`config.mk`:
```
export PLATFORM = sky130hd
export DESIGN_NAME = bcd_acc_unit
export DESIGN_NICKNAME = d
export VERILOG_FILES = /design/src/rtl/bcd_acc_pkg.sv /design/src/rtl/bcd_corr_adder.sv /design/src/rtl/sp_addr_step.sv /design/src/rtl/sp_regfile.sv /design/src/rtl/bcd_acc_unit.sv
export SDC_FILE = /design/constraint.sdc
export NUM_CORES = 1
export LEC_CHECK = 0
export BUFFER_PORTS_ARGS = -buffer_cell sky130_fd_sc_hd__buf_2
export CORE_MARGIN = 1.5
export CORE_UTILIZATION = 55
export DETAILED_ROUTE_END_ITERATION = 10
export PLACE_DENSITY = 0.67
export SYNTH_ARGS = -nofsm -noshare
export SYNTH_HDL_FRONTEND = slang
export SYNTH_HIERARCHICAL = 1
export SYNTH_SLANG_ARGS = --single-unit
```
`constraint.sdc`:
```
create_clock -name clk -period 6.6 [get_ports clk]
set_input_delay 0.33 -clock clk [delete_from_list [all_inputs] [get_ports clk]]
set_output_delay 0.33 -clock clk [all_outputs]
set_load 0.05 [all_outputs]
```
`src/rtl/bcd_acc_pkg.sv`:
```
// Package: shared widths, opcode and address-step encodings, and the flag
// record of the packed BCD accumulator unit.
package bcd_acc_pkg;

    localparam int DATA_W = 8;               // two packed BCD digits
    localparam int DIGITS = DATA_W / 4;

    typedef enum logic [2:0] {
        OP_ADDI = 3'd0,                      // binary add of immediate
        OP_DADD = 3'd1,                      // decimal add of scratchpad byte
        OP_COMP = 3'd2,                      // bitwise complement of accumulator
        OP_SETA = 3'd3,                      // load scratchpad address
        OP_WRSP = 3'd4,                      // write immediate to scratchpad
        OP_LDA  = 3'd5                       // load accumulator with immediate
    } op_e;

    typedef enum logic [1:0] {
        AM_KEEP  = 2'd0,
        AM_INC   = 2'd1,
        AM_DEC   = 2'd2,
        AM_KEEP3 = 2'd3
    } amode_e;

    typedef struct packed {
        logic c;
        logic z;
        logic s;
        logic v;
    } flags_t;

endpackage

```
`src/rtl/bcd_corr_adder.sv`:
```
// Module: bcd_corr_adder
// One binary adder with per-nibble decimal correction for biased operands.
// Assumes operand a already carries a +6 bias in each nibble. A nibble that
// produced no carry out gets 0xA added (mod 16), which removes the bias.
// Each nibble carry is recovered from the full sum, so the correction
// does not ripple from one nibble to the next.
module bcd_corr_adder #(
    parameter int NDIG = 2
) (
    input  logic [4*NDIG-1:0] a_i,
    input  logic [4*NDIG-1:0] b_i,
    output logic [4*NDIG-1:0] bin_sum_o,
    output logic              carry_o,
    output logic              ovf_o,
    output logic [4*NDIG-1:0] dec_sum_o
);
    localparam int W = 4 * NDIG;

    logic [W:0] a_x;
    logic [W:0] b_x;
    logic [W:0] full;
    logic [W:0] cy_in;                       // carry into each bit position

    // Purpose: widened binary sum and the carry into every bit.
    always_comb begin
        a_x   = {1'b0, a_i};
        b_x   = {1'b0, b_i};
        full  = a_x + b_x;
        cy_in = full ^ a_x ^ b_x;
    end

    assign bin_sum_o = full[W-1:0];
    assign carry_o   = full[W];
    assign ovf_o     = (a_i[W-1] == b_i[W-1]) && (full[W-1] != a_i[W-1]);

    generate
        for (genvar g = 0; g < NDIG; g++) begin : g_nib
            logic       nib_cy;
            logic [3:0] nib_raw;
            // Purpose: undo the bias on a nibble that produced no decimal carry.
            always_comb begin
                nib_cy  = cy_in[4*g+4];
                nib_raw = full[4*g +: 4];
                dec_sum_o[4*g +: 4] = nib_cy ? nib_raw : nib_raw + 4'hA;
            end
        end
    endgenerate

endmodule

```
`src/rtl/sp_addr_step.sv`:
```
// Module: sp_addr_step
// Computes the scratchpad address after an access. The step changes only
// the low LOW_W bits, wraps inside them, and passes the upper bits through.
module sp_addr_step
    import bcd_acc_pkg::*;
#(
    parameter int ADDR_W = 6,
    parameter int LOW_W  = 3
) (
    input  logic [ADDR_W-1:0] addr_i,
    input  logic [1:0]        mode_i,
    output logic [ADDR_W-1:0] addr_o
);
    logic [LOW_W-1:0] low_cur;
    logic [LOW_W-1:0] low_nxt;

    // Purpose: step the low digit by the requested amount.
    always_comb begin
        low_cur = addr_i[LOW_W-1:0];
        case (amode_e'(mode_i))
            AM_INC:  low_nxt = low_cur + 1'b1;
            AM_DEC:  low_nxt = low_cur - 1'b1;
            default: low_nxt = low_cur;
        endcase
    end

    generate
        if (LOW_W < ADDR_W) begin : g_split
            assign addr_o = {addr_i[ADDR_W-1:LOW_W], low_nxt};
        end else begin : g_whole
            assign addr_o = low_nxt;
        end
    endgenerate

endmodule

```
`src/rtl/sp_regfile.sv`:
```
// Module: sp_regfile
// Scratchpad byte store with one synchronous write port and one
// asynchronous read port. The contents are not reset: a byte must be
// written before it is read.
module sp_regfile #(
    parameter int ADDR_W = 6,
    parameter int WORD_W = 8
) (
    input  logic              clk,
    input  logic              we_i,
    input  logic [ADDR_W-1:0] waddr_i,
    input  logic [WORD_W-1:0] wdata_i,
    input  logic [ADDR_W-1:0] raddr_i,
    output logic [WORD_W-1:0] rdata_o
);
    localparam int DEPTH = 1 << ADDR_W;

    logic [WORD_W-1:0] mem [DEPTH];

    // Purpose: store a byte on a write strobe.
    always_ff @(posedge clk) begin
        if (we_i) begin
            mem[waddr_i] <= wdata_i;
        end
    end

    assign rdata_o = mem[raddr_i];

endmodule

```
`src/rtl/bcd_acc_unit.sv`:
```
// Module: bcd_acc_unit (top)
// Accumulator, flags and scratchpad address register of the packed BCD
// unit. One operation is accepted per cycle while op_valid is high, and
// its result is registered at that edge. The immediate add and the decimal
// add share one adder. The decimal add assumes the accumulator was biased
// by +0x66 in the previous step and that both operands are valid BCD.
module bcd_acc_unit
    import bcd_acc_pkg::*;
#(
    parameter int ADDR_W = 6,
    parameter int LOW_W  = 3
) (
    input  logic              clk,
    input  logic              rst_n,
    input  logic              op_valid,
    input  logic [2:0]        op_sel,
    input  logic [1:0]        addr_mode,
    input  logic [7:0]        imm,
    output logic [7:0]        acc,
    output logic              flag_c,
    output logic              flag_z,
    output logic              flag_s,
    output logic              flag_v,
    output logic [ADDR_W-1:0] sp_addr
);
    logic [DATA_W-1:0] acc_q, acc_d;
    flags_t            flg_q, flg_d;
    logic [ADDR_W-1:0] addr_q, addr_d, addr_step;

    op_e               op;
    logic              sp_we;
    logic [DATA_W-1:0] sp_rdata;
    logic [DATA_W-1:0] add_b;
    logic [DATA_W-1:0] bin_sum;
    logic [DATA_W-1:0] dec_sum;
    logic              add_cy;
    logic              add_ovf;
    logic [DATA_W-1:0] acc_inv;

    assign op      = op_e'(op_sel);
    assign sp_we   = op_valid && (op == OP_WRSP);
    assign acc_inv = ~acc_q;

    // Purpose: pick the adder's second operand (scratchpad or immediate).
    always_comb begin
        add_b = (op == OP_DADD) ? sp_rdata : imm;
    end

    sp_regfile #(
        .ADDR_W (ADDR_W),
        .WORD_W (DATA_W)
    ) u_sp (
        .clk     (clk),
        .we_i    (sp_we),
        .waddr_i (addr_q),
        .wdata_i (imm),
        .raddr_i (addr_q),
        .rdata_o (sp_rdata)
    );

    bcd_corr_adder #(
        .NDIG (DIGITS)
    ) u_add (
        .a_i       (acc_q),
        .b_i       (add_b),
        .bin_sum_o (bin_sum),
        .carry_o   (add_cy),
        .ovf_o     (add_ovf),
        .dec_sum_o (dec_sum)
    );

    sp_addr_step #(
        .ADDR_W (ADDR_W),
        .LOW_W  (LOW_W)
    ) u_step (
        .addr_i (addr_q),
        .mode_i (addr_mode),
        .addr_o (addr_step)
    );

    // Purpose: next accumulator and flags for the presented operation.
    always_comb begin
        acc_d = acc_q;
        flg_d = flg_q;
        if (op_valid) begin
            case (op)
                OP_ADDI: begin
                    acc_d = bin_sum;
                    flg_d = '{c: add_cy, z: (bin_sum == '0),
                              s: bin_sum[DATA_W-1], v: add_ovf};
                end
                OP_DADD: begin
                    acc_d = dec_sum;
                    flg_d = '{c: add_cy, z: (dec_sum == '0),
                              s: dec_sum[DATA_W-1], v: add_ovf};
                end
                OP_COMP: begin
                    acc_d = acc_inv;
                    flg_d = '{c: 1'b0, z: (acc_inv == '0),
                              s: acc_inv[DATA_W-1], v: 1'b0};
                end
                OP_LDA: begin
                    acc_d = imm;
                end
                default: begin
                end
            endcase
        end
    end

    // Purpose: next address (load, post-access step, or hold).
    always_comb begin
        addr_d = addr_q;
        if (op_valid) begin
            case (op)
                OP_SETA:          addr_d = imm[ADDR_W-1:0];
                OP_DADD, OP_WRSP: addr_d = addr_step;
                default:          addr_d = addr_q;
            endcase
        end
    end

    // Purpose: state registers with synchronous active-low reset.
    always_ff @(posedge clk) begin
        if (!rst_n) begin
            acc_q  <= '0;
            flg_q  <= '0;
            addr_q <= '0;
        end else begin
            acc_q  <= acc_d;
            flg_q  <= flg_d;
            addr_q <= addr_d;
        end
    end

    assign acc     = acc_q;
    assign flag_c  = flg_q.c;
    assign flag_z  = flg_q.z;
    assign flag_s  = flg_q.s;
    assign flag_v  = flg_q.v;
    assign sp_addr = addr_q;

endmodule

```
==> results.yml, run 1 <==
outcome:
  status: "complete, no violations"
setup_path:
  endpoint_kind: "register"
  arrival_ns: 6.22
  r2r_slack_ns: 0.92
  regToRegEndpoint: "acc[7]"
  crit_type: "reg2reg"
  cp.required_ns: 7.14
  reg2reg_from: "sp_addr[0]"
  cp-start-kind: "register"
  r2r_cells: 17
  crit_fanout: 44
synth:
  ys_warn_count: 6
  synth.top_cell.area_share: 0.706
  synth-simple-area-share: 0.0458
  async_flop_share: 0
  synth.largest_area_cell: "edfxtp_1"
  synth_top_family_by_area: "multiplexers"
  avgSynthCellArea_um2: 19.3
  synth_compound_gate_area_share: 0.0378
  synthXorXnorAreaFrac: 0.00603
  yosys.area_share.adder: 0.00815
  synth_top_flop_cell: "edfxtp_1"
  synth_cells: 1129
  netlist_area_um2: 21800
  synthesis.nets: 1158
  ys_ff_latch: 530
  synthTopCellsByArea: "edfxtp_1, mux4_2, mux2i_1, dfxtp_1, nor2_1"
  yosysSeqAreaShare: 0.722
  synth_edf_count: 512
  synth_cell_type_count: 62
  synthMuxAreaShare: 0.161
power_and_ir_drop:
  p_per_area_nw_per_um2: 298
  p_leak_nw: 7.41
  total_power_mw: 7.17
  max-vdd-ir-drop_mv: 0.235
routing:
  drt_wl_total_um: 49200
  drc: 0
  wl_per_cell_um: 28.2
  drtAntennaViolNets: 0
  detail_route.vias_per_cell: 6.46
  vias: 11282
  drt_iter0_markers: 1122
  first_pass_iters: 7
sta:
  timing.fmax_mhz: 176
  fin_skew_ns: 0.0134
  maxSlewHeadroom: 0.270
  drv_slew: 0
  hold_viol: 0
  fin_crit_ns: 5.68
  finalHoldWorstSlack_ns: 0.0557
  postLayoutSetupSlackWorst_ns: 0.920
  post-route-period-util: 0.861
  worst_pin_slew_ns: 1.09
  tns_ns: 0
  rsz0062_at_grt: "false"
  setup_viol: 0
grt:
  antenna_found_initial: 0
  grt_pass1_vias: 11183
  grtUsageTotal: 0.250
  grt_overflow: 0
  grt_max_degree: 68
  grt_pass1_wl_um: 74000
cells_and_area:
  diodes: 0
  nFillCells: 2722
  final_cell_mix: "edfxtp_1, mux4_2, nor2_1"
  layout_commonest_cell: "edfxtp_1"
  fin_nets: 1216
  area_delta_synth_final_pct: 10.6
  drive_above_1_share: 0.243
  stdcell_area_um2: 24100
placement:
  placed_area_um2: 22500
  io_buffers: 33
  dp_slack_ns: 0.991
  place_congestion: 0.831
  hpwl_um: 29300
die:
  die_h_um: 202
  dieWidth_um: 202
  initial_core_util: 0.561
  dieArea_um2: 40800
  core-area_um2: 38800
  ios: 34
  rows: 72
min_path:
  hold_path_depth: 3
  whs_endpoint: "sp_addr[2]"
  min_from: "rst_n"
  worstHoldPathType: "in2reg"
clocking:
  h-tree-depth: 2
  cts.sinks: 530
  cts_tree: "yes"
  cts_buffers: 53
  post_cts_buffers: 0
  cts.path.max_buffers: 3
  clock_latency_ns: 0.60
  hold_buffers: 0
  cts-resized-gates: 0
  cts-root-buf: "clkbuf_16"
  clk_pin_slew_ns: 0.06
job:
  maxCapViolCount: 0
[routing by layer]
metal,part of all wire,global-route usage,vias up
met5,0,0,-
met4,0.022,0.0717,0
met3,0.080,0.0403,79
met2,0.48,0.391,523
met1,0.42,0.368,5903
li1,-,-,4777
[through the flow]
| stage | std cells | utilization |
|---|---|---|
| 2_1_floorplan | 1129 | - |
| 3_3_place_gp | 1650 | 0.579 |
| 3_5_place_dp | 1650 | 0.579 |
| 4_1_cts | 1747 | 0.621 |
| 5_1_grt | 1747 | 0.621 |
| 6_report | 1747 | 0.621 |
[worst max-delay path by stage]
stage | end | slack [ns] | cells after the start | from
floorplan | acc[6] | 1.35 | 20 | sp_addr[0]
global placement | acc[7] | 1.09 | 20 | sp_addr[0]
detailed placement | acc[6] | 0.99 | 18 | sp_addr[0]
CTS | acc[6] | 0.97 | 18 | sp_addr[0]
global route | acc[7] | 0.49 | 18 | sp_addr[0]
finish | acc[7] | 0.92 | 17 | sp_addr[0]
[cell type report]
class,count,area (um^2),share of cell area
Tap cell,518,648,0.0269
Timing Repair Buffer,66,438,0.0182
Clock inverter,31,235,0.00976
Sequential cell,530,15700,0.654
Inverter,4,15.0,0.000623
Clock buffer,66,1380,0.0571
Multi-Input combinational cell,532,5630,0.234
[flip-flops by register name, indices dropped and copies added, names as in the netlist]
| register | cells |
|---|---|
| acc | 8 |
| flag_c | 1 |
| flag_s | 1 |
| flag_v | 1 |
| flag_z | 1 |
| sp_addr | 6 |
| u_sp/mem | 512 |
[critical path, stage by stage, from the launching register on]
cell and delay, ns:
dfxtp_4 0.86, buf_12 0.29, buf_4 0.28, mux4_2 0.53
mux4_2 0.49, o21ai_1 0.14, o41ai_1 0.18, mux2_2 0.32
ha_1 0.33, a21oi_1 0.43, o21ai_0 0.32, xor2_1 0.25
ha_1 0.23, nor2_1 0.12, xor2_1 0.28, mux2i_1 0.11
a221oi_1 0.25, a22o_1 0.16
[cell families (layout without fill, tap and decap cells)]
logic type | Yosys count | after routing
compound gates | 113 | 113
xor+xnor | 15 | 15
fa+ha+maj | 13 | 13
buf+inv | 67 | 167
flops | 530 | 530
mux | 189 | 189
simple gates | 202 | 202
[cells in the mapped netlist, drive strengths merged, types with 3 or more instances]
master     n
o21a       3
xor2       6
a221oi    15
o2bb2ai    3
a22o       8
nor2b     19
mux4     126
o2111ai    3
nand3b     5
o221ai     8
nand2     22
a21oi     21
a211oi     5
a31oi      5
nand2b    11
xnor2      9
a22oi      3
mux2      25
clkbuf    17
nor3      16
nand3     15
nor2      91
nor4       6
inv        4
o21ai     15
buf       46
mux2i     38
o22ai      8
edfxtp   512
dfxtp     18
ha        11
[report_power, final]
part | switching, mW | leakage (nW) | internal (mW)
clock | 1.23 | 0.787 | 1.59
combinational | 0.356 | 1.88 | 0.250
sequential | 0.0465 | 4.75 | 3.70
total | 1.63 | 7.41 | 5.54
No activity file was read; power rests on OpenSTA's default activity.
==> run 2: changes to the inputs <==
Settings changed: ABC_AREA from default to 1, SYNTH_HIERARCHICAL 1 to default.
==> run 2 against run 1 <==
- wire length rose by 17%
- critical endpoint is now flag_z
- largest power group unchanged
- via count rose by 22%
- register-to-register slack improved by 0.09 ns
==> results.yml, run 2 <==
sta:
  hold_viol: 0
  finalHoldWorstSlack_ns: 0.0493
  drv_slew: 0
  fin_crit_ns: 5.59
  worst_pin_slew_ns: 1.09
  post-route-period-util: 0.847
  tns_ns: 0
  rsz0062_at_grt: "false"
  timing.fmax_mhz: 179
  fin_skew_ns: 0.0156
  setup_viol: 0
  maxSlewHeadroom: 0.270
power_and_ir_drop:
  p_int_mw: 5.47
  switching_share: 0.231
  p_seq_frac: 0.522
  p_per_area_nw_per_um2: 301
  clkPwrFrac: 0.406
  p_leak_nw: 8.22
  switchingPower_mw: 1.65
  p_comb_frac: 0.072
  max-vdd-ir-drop_mv: 0.243
setup_path:
  regToRegEndpoint: "flag_z"
  reg2reg_from: "sp_addr[1]"
  endpoint_kind: "register"
  r2r_cells: 26
  crit_type: "reg2reg"
  crit_fanout: 37
  cp-start-kind: "register"
  arrival_ns: 6.14
  cp.required_ns: 7.14
  r2r_slack_ns: 1.01
synth:
  synth_compound_gate_area_share: 0.0799
  synth_top_family_by_area: "simple AND/OR/NAND/NOR gates"
  synth_cells: 1616
  synth_commonest_cells: "edfxtp_1, nand2_1, inv_1"
  synthesis.nets: 1644
  yosysMostFrequentCell: "edfxtp_1"
  ys_ff_latch: 530
  synth-simple-area-share: 0.129
  async_flop_share: 0
  synth.top_cell.area_share: 0.726
  synthTopCellsByArea: "edfxtp_1, nand2_1, a22oi_1, inv_1, nor2_1"
  synthXorXnorAreaFrac: 0.00372
  synth_top_flop_cell: "edfxtp_1"
  yosys.area_share.adder: 0.00780
  synth.largest_area_cell: "edfxtp_1"
  synth_edf_count: 512
  synthMuxAreaShare: 0
  avgSynthCellArea_um2: 13.1
  yosysSeqAreaShare: 0.744
  ys_warn_count: 0
  netlist_area_um2: 21200
  synth_cell_type_count: 46
cells_and_area:
  max_flop_register: "u_sp.mem"
  drive_above_1_share: 0.100
  fin_nets: 1706
  nFillCells: 2841
  final_cell_mix: "edfxtp_1, nand2_1, inv_1"
  register_area_um2: 15700
  area_delta_synth_final_pct: 11.6
  largest_reg_flops: 512
  multiInputGateArea_um2: 4690
  layout_commonest_cell: "edfxtp_1"
outcome:
  status: "complete, no violations"
clocking:
  cts.sinks: 530
  h-tree-depth: 2
  cts.path.max_buffers: 3
  cts-resized-gates: 0
  post_cts_buffers: 0
  cts-root-buf: "clkbuf_16"
  hold_buffers: 0
  clock_latency_ns: 0.61
  clk_pin_slew_ns: 0.07
  cts_buffers: 53
  cts_tree: "yes"
grt:
  grtUsageTotal: 0.296
  antenna_found_initial: 0
  grt_pass1_wl_um: 83900
  grt_pass1_vias: 12895
  grt_max_degree: 68
  grt_overflow: 0
routing:
  drt_wl_total_um: 57600
  vias: 13754
  detail_route.vias_per_cell: 6.16
  first_pass_iters: 6
  wl_per_cell_um: 25.8
  drc: 0
  drtAntennaViolNets: 0
  drt_iter0_markers: 1862
die:
  rows: 71
  dieArea_um2: 39700
  initial_core_util: 0.561
  die_h_um: 199
  dieWidth_um: 199
  core-area_um2: 37800
  ios: 34
min_path:
  worstHoldPathType: "in2reg"
  hold_path_depth: 3
  whs_endpoint: "sp_addr[3]"
  min_from: "rst_n"
placement:
  hpwl_um: 35100
  place_congestion: 0.923
  io_buffers: 33
job:
  maxCapViolCount: 0
[run 2: power groups by stage]
stage	Clock [mW]	Sequential (mW)	Combinational, mW
6_report	2.89	3.71	0.512
2_1_floorplan	0	3.80	0.273
5_1_grt	3.01	3.71	0.552
3_3_place_gp	0	3.78	0.496
3_5_place_dp	0	3.78	0.500
4_1_cts	2.91	3.71	0.502
[run 2: cell families (layout without fill, tap and decap cells)]
| logic type | Yosys count | count (layout) |
|---|---|---|
| AOI/OAI and AO/OA | 241 | 241 |
| adders and majority gates | 12 | 12 |
| and+or+nand+nor | 634 | 634 |
| DFF | 530 | 530 |
| other | 0 | 1 |
| xor gates and xnor gates | 9 | 9 |
| buffers and inverters | 190 | 294 |
[run 2: worst max-delay path by stage]
stage | startpoint | to | slack, ns | depth (start not counted)
after global routing | sp_addr[0] | flag_z | 0.70 | 28
after detailed placement | sp_addr[1] | flag_z | 1.21 | 26
final | sp_addr[1] | flag_z | 1.01 | 26
after floorplan | sp_addr[2] | flag_z | 2.17 | 27
after global placement | sp_addr[0] | flag_z | 1.29 | 26
after CTS | sp_addr[0] | flag_z | 1.16 | 24
[run 2: final cells by class]
| type | count | area share |
|---|---|---|
| antenna | 1 | 0.000106 |
| clock buffer | 66 | 0.0600 |
| clock inverter | 31 | 0.00938 |
| inverter | 133 | 0.0213 |
| multi-input combinational | 896 | 0.198 |
| sequential | 530 | 0.666 |
| tap | 511 | 0.0271 |
| timing repair buffer | 64 | 0.0174 |
[run 2: metal layers]
layer	routed length, um	up-vias	global-route usage
met5	0	-	0
met4	1830	0	0.110
met3	5600	106	0.0511
met2	26600	766	0.454
met1	23600	6847	0.430
li1	-	6035	-
[run 2: metrics by stage]
stage	std cells	utilization	total power, mW	setup slack [ns]	cell area [um^2]
final	2232	0.626	7.11	1.01	23600
after global placement	2134	0.582	4.28	1.29	22000
after floorplan	1616	-	4.07	2.17	21200
after CTS	2231	0.626	7.12	1.16	23600
after detailed placement	2134	0.582	4.28	1.21	22000
after global routing	2231	0.626	7.28	0.700	23600
[run 2: worst max-delay path: stages, from the launching register on]
cell     delay (ns)
dfxtp_1        0.46
nand2_1        0.27
inv_1          0.31
nand2_1        0.16
inv_2          0.74
buf_4          0.42
a22oi_1        0.14
nand4_1        0.15
nand2_1        0.07
nand3_1        0.09
nor2_1         0.05
a22oi_1        0.38
ha_1           0.29
fa_1           0.22
nand3_1        0.07
nand3_1        0.11
nand2_1        0.08
nand2_1        0.06
a21oi_1        0.07
xor2_1         0.31
inv_1          0.08
ha_1           0.28
o21ai_0        0.26
nand4_1        0.12
nor2_1         0.14
nand3_1        0.09
a21oi_2        0.11
==> run 3: changes to the inputs <==
Clock period 6.6 ns to 5.85 ns, I/O delays scaled along.
==> run 3 against run 2 <==
- non-clock buffer count is 13 higher
- via count fell by 1.1%
- critical endpoint unchanged
- clock power rose by 20%
- final area grew 1.1%
- largest power group unchanged
- die area is the same
==> results.yml, run 3 (synthesis results as in run 2) <==
outcome:
  status: "complete, no violations"
setup_path:
  crit_fanout: 16
  crit_type: "reg2reg"
  cpMostUsedCell: "nand2_1"
  path_buf_inv: 5
  cp.required_ns: 6.38
  r2r_slack_ns: 0.44
  r2r_cells: 25
  cp-start-kind: "register"
  arrival_ns: 5.94
  cpLargestDelayFamily: "compound AO/OA/AOI/OAI gates"
  worstSetupEndpoint: "flag_z"
  reg2reg_from: "sp_addr[2]"
  critPathLaunch: "sp_addr[2]"
  slowest_stage: "o21ai_0"
  crit_cells: 25
  max_stage_delay_ns: 0.72
  endpoint_kind: "register"
  regToRegEndpoint: "flag_z"
sta:
  maxSlewHeadroom: 0.320
  fin_skew_ns: 0.0215
  worst_pin_slew_ns: 1.02
  finalHoldWorstSlack_ns: 0.0278
  hold_viol: 0
  rsz0062_at_grt: "false"
  post-route-period-util: 0.925
  timing.fmax_mhz: 185
  drv_slew: 0
  tns_ns: 0
  fin_crit_ns: 5.41
  setup_viol: 0
grt:
  grt_max_degree: 67
  grt_pass1_vias: 12908
  antenna_found_initial: 3
  grt_overflow: 0
  grtUsageTotal: 0.293
  grt_pass1_wl_um: 82800
cells_and_area:
  nFillCells: 2830
  largest_reg_flops: 512
  fin_nets: 1719
  diodes: 0
  final_cell_mix: "edfxtp_1, nand2_1, inv_1"
  max_flop_register: "u_sp.mem"
  layout_commonest_cell: "edfxtp_1"
  drive_above_1_share: 0.111
  area_delta_synth_final_pct: 12.8
power_and_ir_drop:
  total_power_mw: 8.23
  p_leak_nw: 8.36
  max-vdd-ir-drop_mv: 0.247
  p_per_area_nw_per_um2: 345
clocking:
  h-tree-depth: 2
  cts-root-buf: "clkbuf_16"
  cts-resized-gates: 0
  cts_tree: "yes"
  post_cts_buffers: 0
  clock_latency_ns: 0.59
  cts.path.max_buffers: 3
  cts_buffers: 53
  hold_buffers: 0
  cts.sinks: 530
  clk_pin_slew_ns: 0.06
placement:
  io_buffers: 33
  place_congestion: 0.887
  hpwl_um: 35300
routing:
  first_pass_iters: 5
  drt_wl_total_um: 56700
  drt_iter0_markers: 1708
  drtAntennaViolNets: 0
  wl_per_cell_um: 25.3
  detail_route.vias_per_cell: 6.06
  vias: 13608
  drc: 0
min_path:
  worstHoldPathType: "in2reg"
die:
  initial_core_util: 0.561
  ios: 34
  dieWidth_um: 199
  core-area_um2: 37800
  die_h_um: 199
  dieArea_um2: 39700
  rows: 71
job:
  maxCapViolCount: 0
## run 3: worst register-to-register path, stage by stage, from the launching register on
cell,delay [ns]
dfxtp_1,0.42
nor2_2,0.19
nand2_1,0.12
buf_4,0.20
inv_2,0.23
buf_4,0.28
nand2_1,0.08
nand4_1,0.13
o21ai_0,0.72
nand4_1,0.17
o31ai_1,0.50
inv_1,0.10
ha_1,0.35
nand3_1,0.11
nand3_1,0.10
nand2_1,0.10
nand2_1,0.05
a21oi_1,0.16
xor2_1,0.30
inv_1,0.09
ha_1,0.27
o21ai_0,0.22
nand4_1,0.13
nor2_1,0.13
nand3_1,0.09
a21oi_2,0.12
## run 3: final cells by class
class	count	area, um^2	share of cell area
sequential	530	15700	0.659
clock inverter	40	424	0.0178
tap	511	639	0.0268
multi-input combinational	896	4690	0.196
clock buffer	57	1340	0.0562
timing repair buffer	77	546	0.0228
inverter	133	504	0.0211
## run 3: per-stage QoR
stage                     instances  utilization  worst slack (ns)  cell area [um^2]
after CTS                      2244        0.632             0.613             23900
after global routing           2244        0.632             0.124             23900
final                          2244        0.632             0.441             23900
after detailed placement       2147        0.586             0.630             22100
after global placement         2147        0.586             0.809             22100
after floorplan                1616            -              1.42             21200
## run 3: worst min-delay path by stage
stage          startpoint        endpoint  slack [ns]  cells past startpoint
3_5_place_dp       flag_c          flag_c        0.46                      2
5_1_grt             rst_n          acc[4]        0.03                      3
4_1_cts             rst_n          acc[4]        0.01                      3
3_3_place_gp       flag_c          flag_c        0.45                      2
6_report            rst_n          acc[4]        0.03                      3
2_1_floorplan      imm[0]  u_sp.mem[0][0]        0.39                      0
## run 3: metal layers
layer,part of all wire,vias up,global-route usage
met5,0,-,0
met1,0.41,6672,0.418
met2,0.45,745,0.448
met3,0.097,135,0.0606
li1,-,6056,-
met4,0.036,0,0.108
## run 3: power by group
group          internal (mW)  switching, mW
combinational          0.163          0.418
sequential              4.17         0.0165
clock                   2.05           1.42
